## src/rtl/i2cm_pkg.sv

```systemverilog
package i2cm_pkg;

    localparam int BYTE_W = 8;
    localparam int BCNT_W = $clog2(BYTE_W);

    // register selects
    localparam logic [1:0] SEL_CTRL = 2'd0;
    localparam logic [1:0] SEL_STAT = 2'd1;
    localparam logic [1:0] SEL_DATA = 2'd2;
    localparam logic [1:0] SEL_OWN  = 2'd3;

    // control bit positions
    localparam int CB_EN    = 6;
    localparam int CB_START = 5;
    localparam int CB_STOP  = 4;
    localparam int CB_FLAG  = 3;
    localparam int CB_AA    = 2;

    // event codes
    localparam logic [7:0] CODE_START     = 8'h08;
    localparam logic [7:0] CODE_RSTART    = 8'h10;
    localparam logic [7:0] CODE_ADDR_ACK  = 8'h18;
    localparam logic [7:0] CODE_ADDR_NACK = 8'h20;
    localparam logic [7:0] CODE_DATA_ACK  = 8'h28;
    localparam logic [7:0] CODE_DATA_NACK = 8'h30;
    localparam logic [7:0] CODE_ARB_LOST  = 8'h38;
    localparam logic [7:0] CODE_NONE      = 8'hF8;

    typedef enum logic [3:0] {
        ST_IDLE,
        ST_S_SETUP,
        ST_S_FALL,
        ST_S_LOW,
        ST_R_REL,
        ST_R_RISE,
        ST_HOLD,
        ST_BIT,
        ST_ACK,
        ST_P_LOW,
        ST_P_RISE,
        ST_P_REL,
        ST_LOST
    } seq_state_t;

endpackage

```

## src/rtl/i2cm_quarter_tick.sv

```systemverilog
module i2cm_quarter_tick #(
    parameter int QUARTER = 5
) (
    input  logic clk,
    input  logic rst_n,
    input  logic run,
    output logic tick
);
    localparam int CW = (QUARTER > 1) ? $clog2(QUARTER) : 1;
    localparam logic [CW-1:0] LAST = CW'(QUARTER - 1);

    logic [CW-1:0] cnt_q;

    always_ff @(posedge clk) begin
        if (!rst_n || !run) begin
            cnt_q <= '0;
        end else if (cnt_q == LAST) begin
            cnt_q <= '0;
        end else begin
            cnt_q <= cnt_q + 1'b1;
        end
    end

    assign tick = run && (cnt_q == LAST);

endmodule

```

## src/rtl/i2cm_sequencer.sv

```systemverilog
module i2cm_sequencer
    import i2cm_pkg::*;
(
    input  logic              clk,
    input  logic              rst_n,
    input  logic              en,
    input  logic              start_req,
    input  logic              stop_req,
    input  logic              flag,
    input  logic              tick,
    input  logic [BYTE_W-1:0] tx_byte,
    input  logic              sda_in,
    output logic              scl_drv,
    output logic              sda_drv,
    output logic              evt,
    output logic [7:0]        evt_code,
    output logic              stop_done,
    output seq_state_t        state
);
    seq_state_t state_q, state_d;

    logic [1:0]        q_q;
    logic [BYTE_W-1:0] sh_q;
    logic [BCNT_W-1:0] bcnt_q;
    logic              addr_ph_q;
    logic              rs_q;
    logic              acked_q;

    // state register
    always_ff @(posedge clk) begin
        if (!rst_n) begin
            state_q <= ST_IDLE;
        end else begin
            state_q <= state_d;
        end
    end

    // next state and event generation
    always_comb begin
        state_d   = state_q;
        evt       = 1'b0;
        evt_code  = CODE_NONE;
        stop_done = 1'b0;
        if (!en) begin
            state_d = ST_IDLE;
        end else begin
            unique case (state_q)
                ST_IDLE: begin
                    if (stop_req) begin
                        stop_done = 1'b1;
                    end else if (start_req && !flag) begin
                        state_d = ST_S_SETUP;
                    end
                end
                ST_S_SETUP: if (tick) state_d = ST_S_FALL;
                ST_S_FALL:  if (tick) state_d = ST_S_LOW;
                ST_S_LOW: begin
                    if (tick) begin
                        state_d  = ST_HOLD;
                        evt      = 1'b1;
                        evt_code = rs_q ? CODE_RSTART : CODE_START;
                    end
                end
                ST_R_REL:  if (tick) state_d = ST_R_RISE;
                ST_R_RISE: if (tick) state_d = ST_S_FALL;
                ST_HOLD: begin
                    if (!flag) begin
                        if (stop_req) begin
                            state_d = ST_P_LOW;
                        end else if (start_req) begin
                            state_d = ST_R_REL;
                        end else begin
                            state_d = ST_BIT;
                        end
                    end
                end
                ST_BIT: begin
                    if (tick) begin
                        if (q_q == 2'd2 && sh_q[BYTE_W-1] && !sda_in) begin
                            state_d  = ST_LOST;
                            evt      = 1'b1;
                            evt_code = CODE_ARB_LOST;
                        end else if (q_q == 2'd3 && bcnt_q == '0) begin
                            state_d = ST_ACK;
                        end
                    end
                end
                ST_ACK: begin
                    if (tick && q_q == 2'd3) begin
                        state_d = ST_HOLD;
                        evt     = 1'b1;
                        if (addr_ph_q) begin
                            evt_code = acked_q ? CODE_ADDR_ACK : CODE_ADDR_NACK;
                        end else begin
                            evt_code = acked_q ? CODE_DATA_ACK : CODE_DATA_NACK;
                        end
                    end
                end
                ST_P_LOW:  if (tick) state_d = ST_P_RISE;
                ST_P_RISE: if (tick) state_d = ST_P_REL;
                ST_P_REL: begin
                    if (tick) begin
                        state_d   = ST_IDLE;
                        stop_done = 1'b1;
                    end
                end
                ST_LOST: if (!flag) state_d = ST_IDLE;
                default: state_d = ST_IDLE;
            endcase
        end
    end

    // datapath: quarter phase, shifter, bit count, byte context
    always_ff @(posedge clk) begin
        if (!rst_n) begin
            q_q       <= '0;
            sh_q      <= '0;
            bcnt_q    <= '0;
            addr_ph_q <= 1'b0;
            rs_q      <= 1'b0;
            acked_q   <= 1'b0;
        end else begin
            if (state_q == ST_HOLD && state_d == ST_BIT) begin
                sh_q   <= tx_byte;
                bcnt_q <= BCNT_W'(BYTE_W - 1);
                q_q    <= '0;
            end else if (state_q == ST_BIT && tick) begin
                q_q <= q_q + 1'b1;
                if (q_q == 2'd3 && bcnt_q != '0) begin
                    sh_q   <= {sh_q[BYTE_W-2:0], 1'b0};
                    bcnt_q <= bcnt_q - 1'b1;
                end
            end else if (state_q == ST_ACK && tick) begin
                q_q <= q_q + 1'b1;
                if (q_q == 2'd2) begin
                    acked_q <= !sda_in;
                end
            end
            if (state_q == ST_HOLD && state_d == ST_R_REL) begin
                rs_q <= 1'b1;
            end else if (state_q == ST_IDLE) begin
                rs_q <= 1'b0;
            end
            if (evt && state_q == ST_S_LOW) begin
                addr_ph_q <= 1'b1;
            end else if (evt && state_q == ST_ACK) begin
                addr_ph_q <= 1'b0;
            end
        end
    end

    // line drive per state (1 = released)
    always_comb begin
        scl_drv = 1'b1;
        sda_drv = 1'b1;
        unique case (state_q)
            ST_IDLE, ST_S_SETUP, ST_R_RISE, ST_P_REL, ST_LOST: begin
                scl_drv = 1'b1;
                sda_drv = 1'b1;
            end
            ST_S_FALL, ST_P_RISE: begin
                scl_drv = 1'b1;
                sda_drv = 1'b0;
            end
            ST_S_LOW, ST_HOLD, ST_P_LOW: begin
                scl_drv = 1'b0;
                sda_drv = 1'b0;
            end
            ST_R_REL: begin
                scl_drv = 1'b0;
                sda_drv = 1'b1;
            end
            ST_BIT: begin
                scl_drv = (q_q == 2'd1) || (q_q == 2'd2);
                sda_drv = sh_q[BYTE_W-1];
            end
            ST_ACK: begin
                scl_drv = (q_q == 2'd1) || (q_q == 2'd2);
                sda_drv = 1'b1;
            end
            default: begin
                scl_drv = 1'b1;
                sda_drv = 1'b1;
            end
        endcase
    end

    assign state = state_q;

endmodule

```

## src/rtl/i2c_byte_master.sv

```systemverilog
module i2c_byte_master
    import i2cm_pkg::*;
#(
    parameter int QUARTER = 5
) (
    input  logic       clk,
    input  logic       rst_n,
    input  logic       wr_en,
    input  logic [1:0] wr_sel,
    input  logic [7:0] wr_data,
    input  logic [1:0] rd_sel,
    output logic [7:0] rd_data,
    input  logic       sda_in,
    output logic       scl_o,
    output logic       sda_o,
    output logic       irq
);
    logic       en_q, start_q, stop_q, flag_q, aa_q;
    logic [7:0] code_q, data_q, own_q;
    logic       tick, evt, stop_done;
    logic [7:0] evt_code;
    seq_state_t fsm_state;

    wire ctrl_wr = wr_en && (wr_sel == SEL_CTRL);

    i2cm_quarter_tick #(.QUARTER(QUARTER)) u_tick (
        .clk   (clk),
        .rst_n (rst_n),
        .run   (en_q),
        .tick  (tick)
    );

    i2cm_sequencer u_seq (
        .clk       (clk),
        .rst_n     (rst_n),
        .en        (en_q),
        .start_req (start_q),
        .stop_req  (stop_q),
        .flag      (flag_q),
        .tick      (tick),
        .tx_byte   (data_q),
        .sda_in    (sda_in),
        .scl_drv   (scl_o),
        .sda_drv   (sda_o),
        .evt       (evt),
        .evt_code  (evt_code),
        .stop_done (stop_done),
        .state     (fsm_state)
    );

    always_ff @(posedge clk) begin
        if (!rst_n) begin
            en_q    <= 1'b0;
            start_q <= 1'b0;
            stop_q  <= 1'b0;
            flag_q  <= 1'b0;
            aa_q    <= 1'b0;
            code_q  <= CODE_NONE;
            data_q  <= '0;
            own_q   <= '0;
        end else begin
            if (ctrl_wr) begin
                en_q    <= wr_data[CB_EN];
                start_q <= wr_data[CB_START];
                aa_q    <= wr_data[CB_AA];
            end
            if (stop_done) begin
                stop_q <= 1'b0;
            end else if (ctrl_wr) begin
                stop_q <= wr_data[CB_STOP];
            end
            if (evt) begin
                flag_q <= 1'b1;
                code_q <= evt_code;
            end else if (ctrl_wr && !wr_data[CB_FLAG]) begin
                flag_q <= 1'b0;
            end
            if (wr_en && wr_sel == SEL_DATA) data_q <= wr_data;
            if (wr_en && wr_sel == SEL_OWN)  own_q  <= wr_data;
        end
    end

    always_comb begin
        unique case (rd_sel)
            SEL_CTRL: rd_data = {1'b0, en_q, start_q, stop_q, flag_q, aa_q, 2'b00};
            SEL_STAT: rd_data = flag_q ? code_q : CODE_NONE;
            SEL_DATA: rd_data = data_q;
            SEL_OWN:  rd_data = own_q;
            default:  rd_data = '0;
        endcase
    end

    assign irq = flag_q && en_q;

endmodule

```

## config.mk

```make
export PLATFORM = sky130hd
export DESIGN_NAME = i2c_byte_master
export DESIGN_NICKNAME = d
export VERILOG_FILES = /design/src/rtl/i2cm_pkg.sv /design/src/rtl/i2cm_quarter_tick.sv /design/src/rtl/i2cm_sequencer.sv /design/src/rtl/i2c_byte_master.sv
export SDC_FILE = /design/constraint.sdc
export NUM_CORES = 1
export LEC_CHECK = 0
export ABC_AREA = 1
export BUFFER_PORTS_ARGS = -buffer_cell sky130_fd_sc_hd__buf_2
export CORE_MARGIN = 4
export CORE_UTILIZATION = 45
export DETAILED_ROUTE_END_ITERATION = 8
export SLEW_MARGIN = 20
export SYNTH_ARGS = -nofsm -noshare
export SYNTH_HDL_FRONTEND = slang
export SYNTH_HIERARCHICAL = 1
export SYNTH_SLANG_ARGS = --single-unit
```

## constraint.sdc

```tcl
create_clock -name clk -period 2.43 [get_ports clk]
set_input_delay 0 -clock clk [delete_from_list [all_inputs] [get_ports clk]]
set_output_delay 0 -clock clk [all_outputs]
set_load 0.03 [all_outputs]
```

### Word level (Yosys, flattened, before mapping)

Index checks and enable logic that the tools add are counted.

| word-level totals | value |
|---|---|
| flip-flop bits (word level) | 52 |
| bits of input ports | 16 |
| output and inout port bits | 11 |
| logic and storage cells | 146 |

| operators by class | value |
|---|---|
| $add $sub $neg | 3 |
| eq/ne operators | 23 |
| multiplexer cells | 56 |
| bitwise logic cells | 3 |
| reductions and logical operators | 45 |

Operators with widths:

| kind | number |
|---|---|
| two-way mux 8 bit | 10 |
| two-way mux 4 bit | 17 |
| one-hot mux 4 bit (12 select lines) | 1 |
| one-hot mux 8 bit (4 select lines) | 1 |
| == test 4 x 3 -> 1 bit (second input constant) | 6 |
| one-hot mux 8 bit (3 select lines) | 1 |
| == test 4 bit (second input constant) | 5 |
| logical AND 1 bit | 18 |
| two-way mux 1 bit | 13 |
| == test 2 bit (second input constant) | 6 |
| nonzero test 2 bit | 6 |
| two-way mux 5 bit | 2 |
| OR reduction 2 bit | 5 |
| two-way mux 3 bit | 3 |
| == test 4 x 2 -> 1 bit (second input constant) | 2 |
| two-way mux 2 bit | 3 |
| two-way mux 6 bit | 1 |
| one-hot mux 1 bit (2 select lines) | 3 |
| zero test 1 bit | 5 |
| OR reduction 5 bit | 1 |
| == test 2 x 1 -> 1 bit (second input constant) | 2 |
| == test 4 x 1 -> 1 bit (second input constant) | 1 |
| zero test 2 bit | 2 |
| zero test 4 bit | 1 |
| other kinds (12) | 15 |

### Logic depth before layout (Yosys ltp)

Gate-level depths: netlist of the first run.

| depth | value |
|---|---|
| depth in word-level cells | 11 |
| gate-level depth with buffers | 17 |
| depth with buffers taken out | 17 |

### By module

Netlist of the first run, hierarchy kept.

Modules (own cells, without submodules):

| module | times used | cells an instance | area an instance (um2) | seq. area each (um2) |
|---|---|---|---|---|
| i2cm_sequencer | 1 | 224 | 1450.1 | 400.4 |
| i2c_byte_master | 1 | 180 | 1270.0 | 580.6 |
| i2cm_quarter_tick | 1 | 22 | 153.9 | 60.1 |

### Least setup slack after synthesis of the first run

OpenSTA, ideal clock, no wires.

| path | value |
|---|---|
| path type | register -> register |
| start point | register u_tick.cnt_q[0] |
| end point | register code_q[0] |
| setup time | 0.116 ns |
| arrival time | 1.865 ns |
| required time | 2.314 ns |
| setup slack | 0.449 ns |
| cell stages (with the launch flop) | 15 |
| buffers on the path | 1 |
| clock period less this slack | 1.981 ns |
| cells stage by stage | dfxtp_1 > inv_1 > ha_1 > nand2_1 > nor2_1 > inv_2 > nor2_1 > nand3_1 > nand3_1 > nand2_1 > inv_1 > buf_4 > clkinv_1 > nor2_1 > nor2_1 |

| between the ends | value |
|---|---|
| cells in the longest elaborated chain, start to end | 6 |
| elaborated cells between the ends (all ways) | 13 |
| classes of those cells | 1 x eq/ne; 10 x mux; 2 x reduce/logical |

Ends and longest elaborated chain:

| what | RTL line | source |
|---|---|---|
| start, declared | i2cm_quarter_tick.sv:12 | `logic [CW-1:0] cnt_q;` |
| start signal, assigned | i2cm_quarter_tick.sv:20 | `cnt_q <= cnt_q + 1'b1;` |
| == test 3 bit * | i2cm_quarter_tick.sv:24 | `assign tick = run && (cnt_q == LAST);` |
| logical AND 1 bit * | i2cm_quarter_tick.sv:24 |  |
| net tick | i2c_byte_master.sv:20 | `logic tick, evt, stop_done;` |
| logical AND 1 bit | i2cm_sequencer.sv:89 | `if (tick && q_q == 2'd3) begin` |
| two-way mux 1 bit | i2cm_sequencer.sv:89 |  |
| one-hot mux 1 bit (3 select lines) * | i2cm_sequencer.sv:47 | `unique case (state_q)` |
| two-way mux 1 bit * | i2cm_sequencer.sv:44 | `if (!en) begin` |
| net evt | i2c_byte_master.sv:20 |  |
| end signal, assigned | i2c_byte_master.sv:74 | `code_q <= evt_code;` |
| end, declared | i2c_byte_master.sv:19 | `logic [7:0] code_q, data_q, own_q;` |

Mark *: on every way through the listed nets, which the timed path passes. The rest lies on a longest branch.
A chain may end at the register's enable or synchronous reset.

### Final worst setup path of the first run

| path | value |
|---|---|
| start point | register u_tick.cnt_q[0] |
| end point | register code_q[1] |

The elaborated chain is that of the path after synthesis.

==> impl_metrics.toml, run 1 <==
[drt]
wl_per_cell_um = 13.2
wl_um = 7140
drc = 0
ant_nets = 0
drt-initial-drc-count = 159
avgViaCountPerCell = 5.04
num_vias = 2720
dr.pass1.iters = 4

[worst_setup_path]
crit_slowest_cell = "dfxtp_1"
crit_family = "simple AND/OR/NAND/NOR gates"
path_class = "flop to flop"
cp.required_ps = 2630
cp_common_cell = "nor2_1"
timing.critical_path.slowest_cell_delay_ps = 340
cp-end-kind = "flop"
cp-start-kind = "flop"
cp.arrival_ps = 2220
critPathMaxFanout = 10
crit_buf_inv = 4
worstPathCellList = "inv_1 -> ha_1 -> nand2_1 -> nor2_1 -> inv_2 -> nor2_1 -> nand3_1 -> nand3_1 -> nand2_1 -> inv_1 -> clkinv_1 -> nor2_1 -> nor2_1"

[yosys]
synthArstFlopShare_pct = 0
synth_cell_types = 35
synth_cells = 426
synth_area_um2 = 2870
synth_edf_count = 0
yosysWarnings = 6
seq_area_frac_synth_pct = 36.2
avgSynthCellArea_um2 = 6.75
ys_seq_elements = 52
ys.flop_type = "dfxtp_1"

[clock_tree]
clockBufferDepth = 2
clk_pin_slew_ps = 100
tritoncts = "yes"
post_cts_buffers = 0
clk_latency_ps = 300
clock_sinks = 52
root_buffer = "clkbuf_8"
numCtsBuffers = 5
cts-resized-gates = 0
htree_levels = 2

[global_route]
grt_pass1_vias = 2536
grt_pass1_wl_um = 12200
grt_max_degree = 40
antenna_found_initial = 0
grt_usage_pct = 19.9
grt_remaining_overflow = 0

[timing]
drv_slew = 0
finalSetupTns_ps = 0
rsz0062_at_grt = "no"
min_period_ps = 2020
hold_violations = 0
post-route-period-util_pct = 83.0
fmax_mhz = 496
setup_viol = 0
finalClockSkew_ps = 13.7

[run_status]
status = "finished clean"

[layout]
design_area_um2 = 3250
diodes = 0
fillCellCount = 615
syn_to_final_growth_pct = 13.0
nets = 487
drive_gt1_share_pct = 14.6
layout.cells.non_filler = 540

[placed_design]
dpl_cell_area_um2 = 3070
gp_congestion = 0.938
hpwl_um = 5310
port_buffers = 26
placed_cells = 524

[flow_run]
drv_cap = 0

[floorplanning]
die_height_um = 87.9
start_util_pct = 47.4
die_w_um = 87.9
die-area_um2 = 7730
core_um2 = 6060
rows = 28
io_pins = 27

[power]
irDropWorstVdd_mv = 0.366
power-per-cell-area_nw_per_um2 = 476
power_mw = 1.55
p_leak_nw = 1.49

[min_path]
min_path_type = "input port to flop"
[registers in the layout, summed over array words and instances (netlist names)]
register,count
aa_q,1
code_q,8
data_q,8
en_q,1
flag_q,1
own_q,8
start_q,1
stop_q,1
u_seq/acked_q,1
u_seq/addr_ph_q,1
u_seq/bcnt_q,3
u_seq/q_q,2
u_seq/rs_q,1
u_seq/sh_q,8
u_seq/state,4
u_tick/cnt_q,3
[per-layer routing]
layer	routed length, µm	vias to the layer above	part of all wire [%]	GRT usage, %
li1	-	1443	-	-
met1	3500	1208	49	28.8
met2	3240	60	45	30.6
met3	328	9	4.6	3.29
met4	68	0	0.95	5.30
met5	0	-	0	0
[cell usage in the layout (no fill, tap or decap)]
| master | Yosys | final |
|---|---|---|
| xor2_1 | 2 | 2 |
| nand3_2 | 1 | 1 |
| a32oi_1 | 1 | 1 |
| inv_4 | 2 | 2 |
| clkbuf_8 | 0 | 6 |
| inv_1 | 34 | 34 |
| buf_2 | 3 | 26 |
| clkinv_2 | 0 | 1 |
| nand2_4 | 2 | 2 |
| ha_1 | 7 | 7 |
| o21ai_1 | 7 | 7 |
| nor2_1 | 84 | 84 |
| dlygate4sd3_1 | 0 | 8 |
| inv_2 | 6 | 6 |
| o211ai_2 | 1 | 1 |
| nor2_8 | 2 | 2 |
| nand2_1 | 97 | 97 |
| conb_1 | 1 | 3 |
| nor2_4 | 6 | 6 |
| nand4_1 | 9 | 9 |
| o211a_1 | 2 | 2 |
| nand2_2 | 4 | 4 |
| clkinv_1 | 3 | 3 |
| nor3b_1 | 1 | 1 |
| inv_6 | 0 | 1 |
| nand3_1 | 32 | 32 |
| dfxtp_1 | 52 | 52 |
| nor3_1 | 1 | 1 |
| a21boi_0 | 1 | 1 |
| nor2_2 | 2 | 2 |
| o21ai_0 | 38 | 38 |
| o22ai_1 | 1 | 1 |
| buf_4 | 7 | 7 |
| o211ai_1 | 3 | 3 |
| nand3_4 | 1 | 1 |
| a211oi_1 | 1 | 1 |
| a21oi_1 | 10 | 10 |
[final timing paths]
kind / startpoint / endpoint / slack, ps / cells past startpoint
min reg2reg: u_tick/cnt_q[0] / u_tick/cnt_q[0] / 450 / 1
max reg2reg: u_tick/cnt_q[0] / code_q[1] / 410 / 13
min: wr_en / flag_q / 60 / 4
max: u_tick/cnt_q[0] / code_q[1] / 410 / 13
[area by class of cell]
cell class	count	area (µm²)	area share [%]
clock buffers	6	82.6	2.54
flip-flops and latches	52	1040	32.0
well taps	75	93.8	2.89
inverters	45	174	5.35
clock inverters	2	13.8	0.424
multi-input cells	319	1580	48.7
repair buffers	41	263	8.09
[metrics by stage]
step                      utilization [%]  hold WS, ps  setup slack, ps
after global routing                 53.6         42.9              111
final                                53.6         56.1              413
after global placement               50.7          249              515
after floorplan                         -          135              449
after CTS                            53.6         40.4              396
after detailed placement             50.7          249              417
[power by group]
part | internal [mW] | leakage, nW | switching, mW
combinational | 0.0491 | 1.01 | 0.0953
sequential | 0.869 | 0.422 | 0.0137
clock | 0.233 | 0.0516 | 0.285
[cell families after synthesis]
| group | Yosys count | synth area share [%] |
|---|---|---|
| and+or+nand+nor | 242 | 38.4 |
| AOI/OAI and AO/OA | 65 | 12.5 |
| buffers and inverters | 57 | 9.05 |
| DFF | 52 | 36.2 |
| adders and majority gates | 7 | 3.05 |
| xor gates and xnor gates | 2 | 0.610 |
| other | 1 | 0.130 |
[worst register-to-register path: stages (launching register included)]
cell and delay, ps:
dfxtp_1 340, inv_1 60, ha_1 130, nand2_1 80, nor2_1 190, inv_2 130
nor2_1 140, nand3_1 90, nand3_1 110, nand2_1 110, inv_1 90, clkinv_1 220
nor2_1 160, nor2_1 60
[synthesized netlist by cell type (2+ instances only)]
cell type | n | area share, %
xor2_1 | 2 | 0.61
nand3_1 | 32 | 5.6
nor2_1 | 84 | 11
a21oi_1 | 10 | 1.7
inv_2 | 6 | 0.78
o211a_1 | 2 | 0.70
inv_4 | 2 | 0.44
nand2_4 | 2 | 0.78
inv_1 | 34 | 4.4
ha_1 | 7 | 3.0
clkinv_1 | 3 | 0.39
nor2_8 | 2 | 1.4
buf_2 | 3 | 0.52
dfxtp_1 | 52 | 36
nand2_2 | 4 | 0.87
o211ai_1 | 3 | 0.78
o21ai_1 | 7 | 1.2
buf_4 | 7 | 1.8
nor2_4 | 6 | 2.4
nand4_1 | 9 | 2.0
nor2_2 | 2 | 0.44
nand2_1 | 97 | 13
o21ai_0 | 38 | 6.6
[what timing repair did]
| action | CTS | global route |
|---|---|---|
| setup endpoints to repair | 0 | 0 |
| hold buffers | 8 | 0 |
| endpoints found under the hold margin | 17 | 0 |
(Power assumes the default switching activity.)
==> inputs of run 2 (changes only) <==
--- a/config.mk
+++ b/config.mk
@@ -5,7 +5,7 @@
 export SDC_FILE = /design/constraint.sdc
 export NUM_CORES = 1
 export LEC_CHECK = 0
-export ABC_AREA = 1
+export ABC_AREA = 0
 export BUFFER_PORTS_ARGS = -buffer_cell sky130_fd_sc_hd__buf_2
 export CORE_MARGIN = 4
 export CORE_UTILIZATION = 45
==> constraint.sdc (replaced) <==
create_clock -name clk -period 2 [get_ports clk]
set_input_delay 0 -clock clk [delete_from_list [all_inputs] [get_ports clk]]
set_output_delay 0 -clock clk [all_outputs]
set_load 0.03 [all_outputs]
==> impl_metrics.toml, run 2 <==
[timing]
relSlewSlack_pct = 60.6
fmax_mhz = 514
min_period_ps = 1950
hold_violations = 0
holdWs_ps = 71.8
post-route-period-util_pct = 97.3
drv_slew = 0
finalClockSkew_ps = 11.2
setup_viol = 0
worst_slew_pin_slew_ps = 589
rsz0062_at_grt = "yes"
layout_setup_ws_ps = 54.3

[yosys]
ys_top_cells_by_count = "dfxtp_1 (52), mux2i_1 (38), nand2_1 (29)"
synth_cells = 335
seq_area_frac_synth_pct = 34.1
synth_cell_types = 64
synth_edf_count = 0
synth_area_leaders = "dfxtp_1 (34%), mux2i_1 (12%), nor2b_1 (4.9%)"
synth_most_common_cell = "dfxtp_1"
ys_seq_elements = 52
synthArstFlopShare_pct = 0
synth_top_cell_by_area = "dfxtp_1"
synth_top_area_share_pct = 34.1
synth_area_um2 = 3050
yosysWarnings = 6
ys.flop_type = "dfxtp_1"
avgSynthCellArea_um2 = 9.11

[min_path]
hold_path_end = "u_seq/acked_q"
hold-path-cell-count = 3
min_from = "sda_in"
min_path_type = "input port to flop"

[floorplanning]
die_height_um = 90.3
core_um2 = 6460
rows = 29
start_util_pct = 47.2
io_pins = 27
die-area_um2 = 8160
die_w_um = 90.3

[global_route]
grt_pass1_wl_um = 11800
grt_pass1_vias = 2437
grt_max_degree = 52
grt_usage_pct = 17.5
antenna_found_initial = 0
grt_remaining_overflow = 0

[run_status]
status = "finished clean"

[worst_setup_path]
cp.arrival_ps = 2190
r2r_slack_ps = 50
rr_endpoint = "u_seq/sh_q[2]"
reg2reg_from = "u_tick/cnt_q[1]"
cp.required_ps = 2240
path_class = "flop to flop"
cp-end-kind = "flop"
rr_worst_depth = 9
cp-start-kind = "flop"
critPathMaxFanout = 7

[drt]
num_vias = 2524
ant_nets = 0
drt-initial-drc-count = 51
wl_um = 6890
dr.pass1.iters = 4
wl_per_cell_um = 14.7
avgViaCountPerCell = 5.37
drc = 0

[layout]
drive_gt1_share_pct = 27.2
final_common_cell = "dfxtp_1"
nets = 415
layout.cells.non_filler = 470
syn_to_final_growth_pct = 22.4
layout_common_cells = "dfxtp_1 (49), mux2i_1 (38), buf_4 (35), nand2_1 (29), buf_2 (26)"
diodes = 0
utilization_pct = 57.8

[placed_design]
placed_cells = 449
hpwl_um = 4930
pre_cts_ws_ps = -41.6
gp_congestion = 0.840
port_buffers = 26

[power]
p_leak_nw = 1.51
power-per-cell-area_nw_per_um2 = 502
power_mw = 1.87
irDropWorstVdd_mv = 0.327

[clock_tree]
clk_pin_slew_ps = 100
tritoncts = "yes"
numCtsBuffers = 5
root_buffer = "clkbuf_8"
clock_sinks = 52
clk_latency_ps = 310
clockBufferDepth = 2
htree_levels = 2

[flow_run]
drv_cap = 0
run 2: kinds of logic (layout without fill, tap and decap cells):
| group | count (synthesis) | in the layout | share of synthesized area (%) |
|---|---|---|---|
| other | 1 | 3 | 0.123 |
| flip-flops | 52 | 52 | 34.1 |
| buffers and inverters | 40 | 96 | 6.48 |
| AND/OR/NAND/NOR | 125 | 125 | 24.9 |
| multiplexers | 42 | 42 | 15.1 |
| AO/OA/AOI/OAI | 66 | 66 | 15.8 |
| XOR/XNOR | 2 | 2 | 0.574 |
| adder cells (fa/ha/maj) | 7 | 7 | 2.87 |
run 2: critical path: stages (launching register included):
cell and delay, ps:
dfxtp_2 340, inv_2 50, ha_4 150, and3_4 200, and4b_2 260, a311oi_4 260, nor2_2 100, a21oi_4 190
buf_12 150, mux2i_1 170
run 2: per-layer routing:
layer	up-vias	GRT usage (%)	routed length [µm]
met3	6	2.67	185
met2	39	29.8	3340
met1	1174	23.1	3300
met5	-	0	0
li1	1305	-	-
met4	0	4.72	59
run 2: final cells by class:
cell class / instances / area (µm²)
fillers: 587 / 2730
repair buffers: 74 / 559
well taps: 77 / 96.3
multi-input cells: 245 / 1880
flip-flops and latches: 52 / 1040
inverters: 14 / 52.6
clock buffers: 6 / 82.6
clock inverters: 2 / 15.0
run 2: what timing repair did:
item,CTS,global route
endpoints found under the hold margin,19,0
hold buffers,9,0
resized for setup,4,12
pin swaps,0,5
endpoints found under the setup margin,12,23
cloned,0,1
setup buffers,1,2
run 2: worst max-delay path by stage:
stage,start,endpoint,depth (start not counted)
global route,u_tick/cnt_q[0],u_seq/sh_q[3],9
floorplan,u_tick/cnt_q[0],code_q[4],11
finish,u_tick/cnt_q[1],u_seq/sh_q[2],9
detailed placement,u_tick/cnt_q[0],u_seq/bcnt_q[2],10
global placement,u_tick/cnt_q[0],u_seq/bcnt_q[2],10
CTS,u_tick/cnt_q[0],code_q[6],10
run 2: power breakdown:
group	leakage (nW)	switching (mW)	internal [mW]
Combinational	1.04	0.0953	0.0808
Sequential	0.422	0.0107	1.05
Clock	0.0434	0.356	0.281
Total	1.51	0.462	1.41
run 2: per-stage QoR:
| stage | area (µm²) | TNS (ps) |
|---|---|---|
| floorplan | 3070 | 0 |
| global placement | 3440 | -18.7 |
| detailed placement | 3440 | -83.2 |
| CTS | 3650 | 0 |
| global route | 3730 | -312 |
| finish | 3730 | 0 |
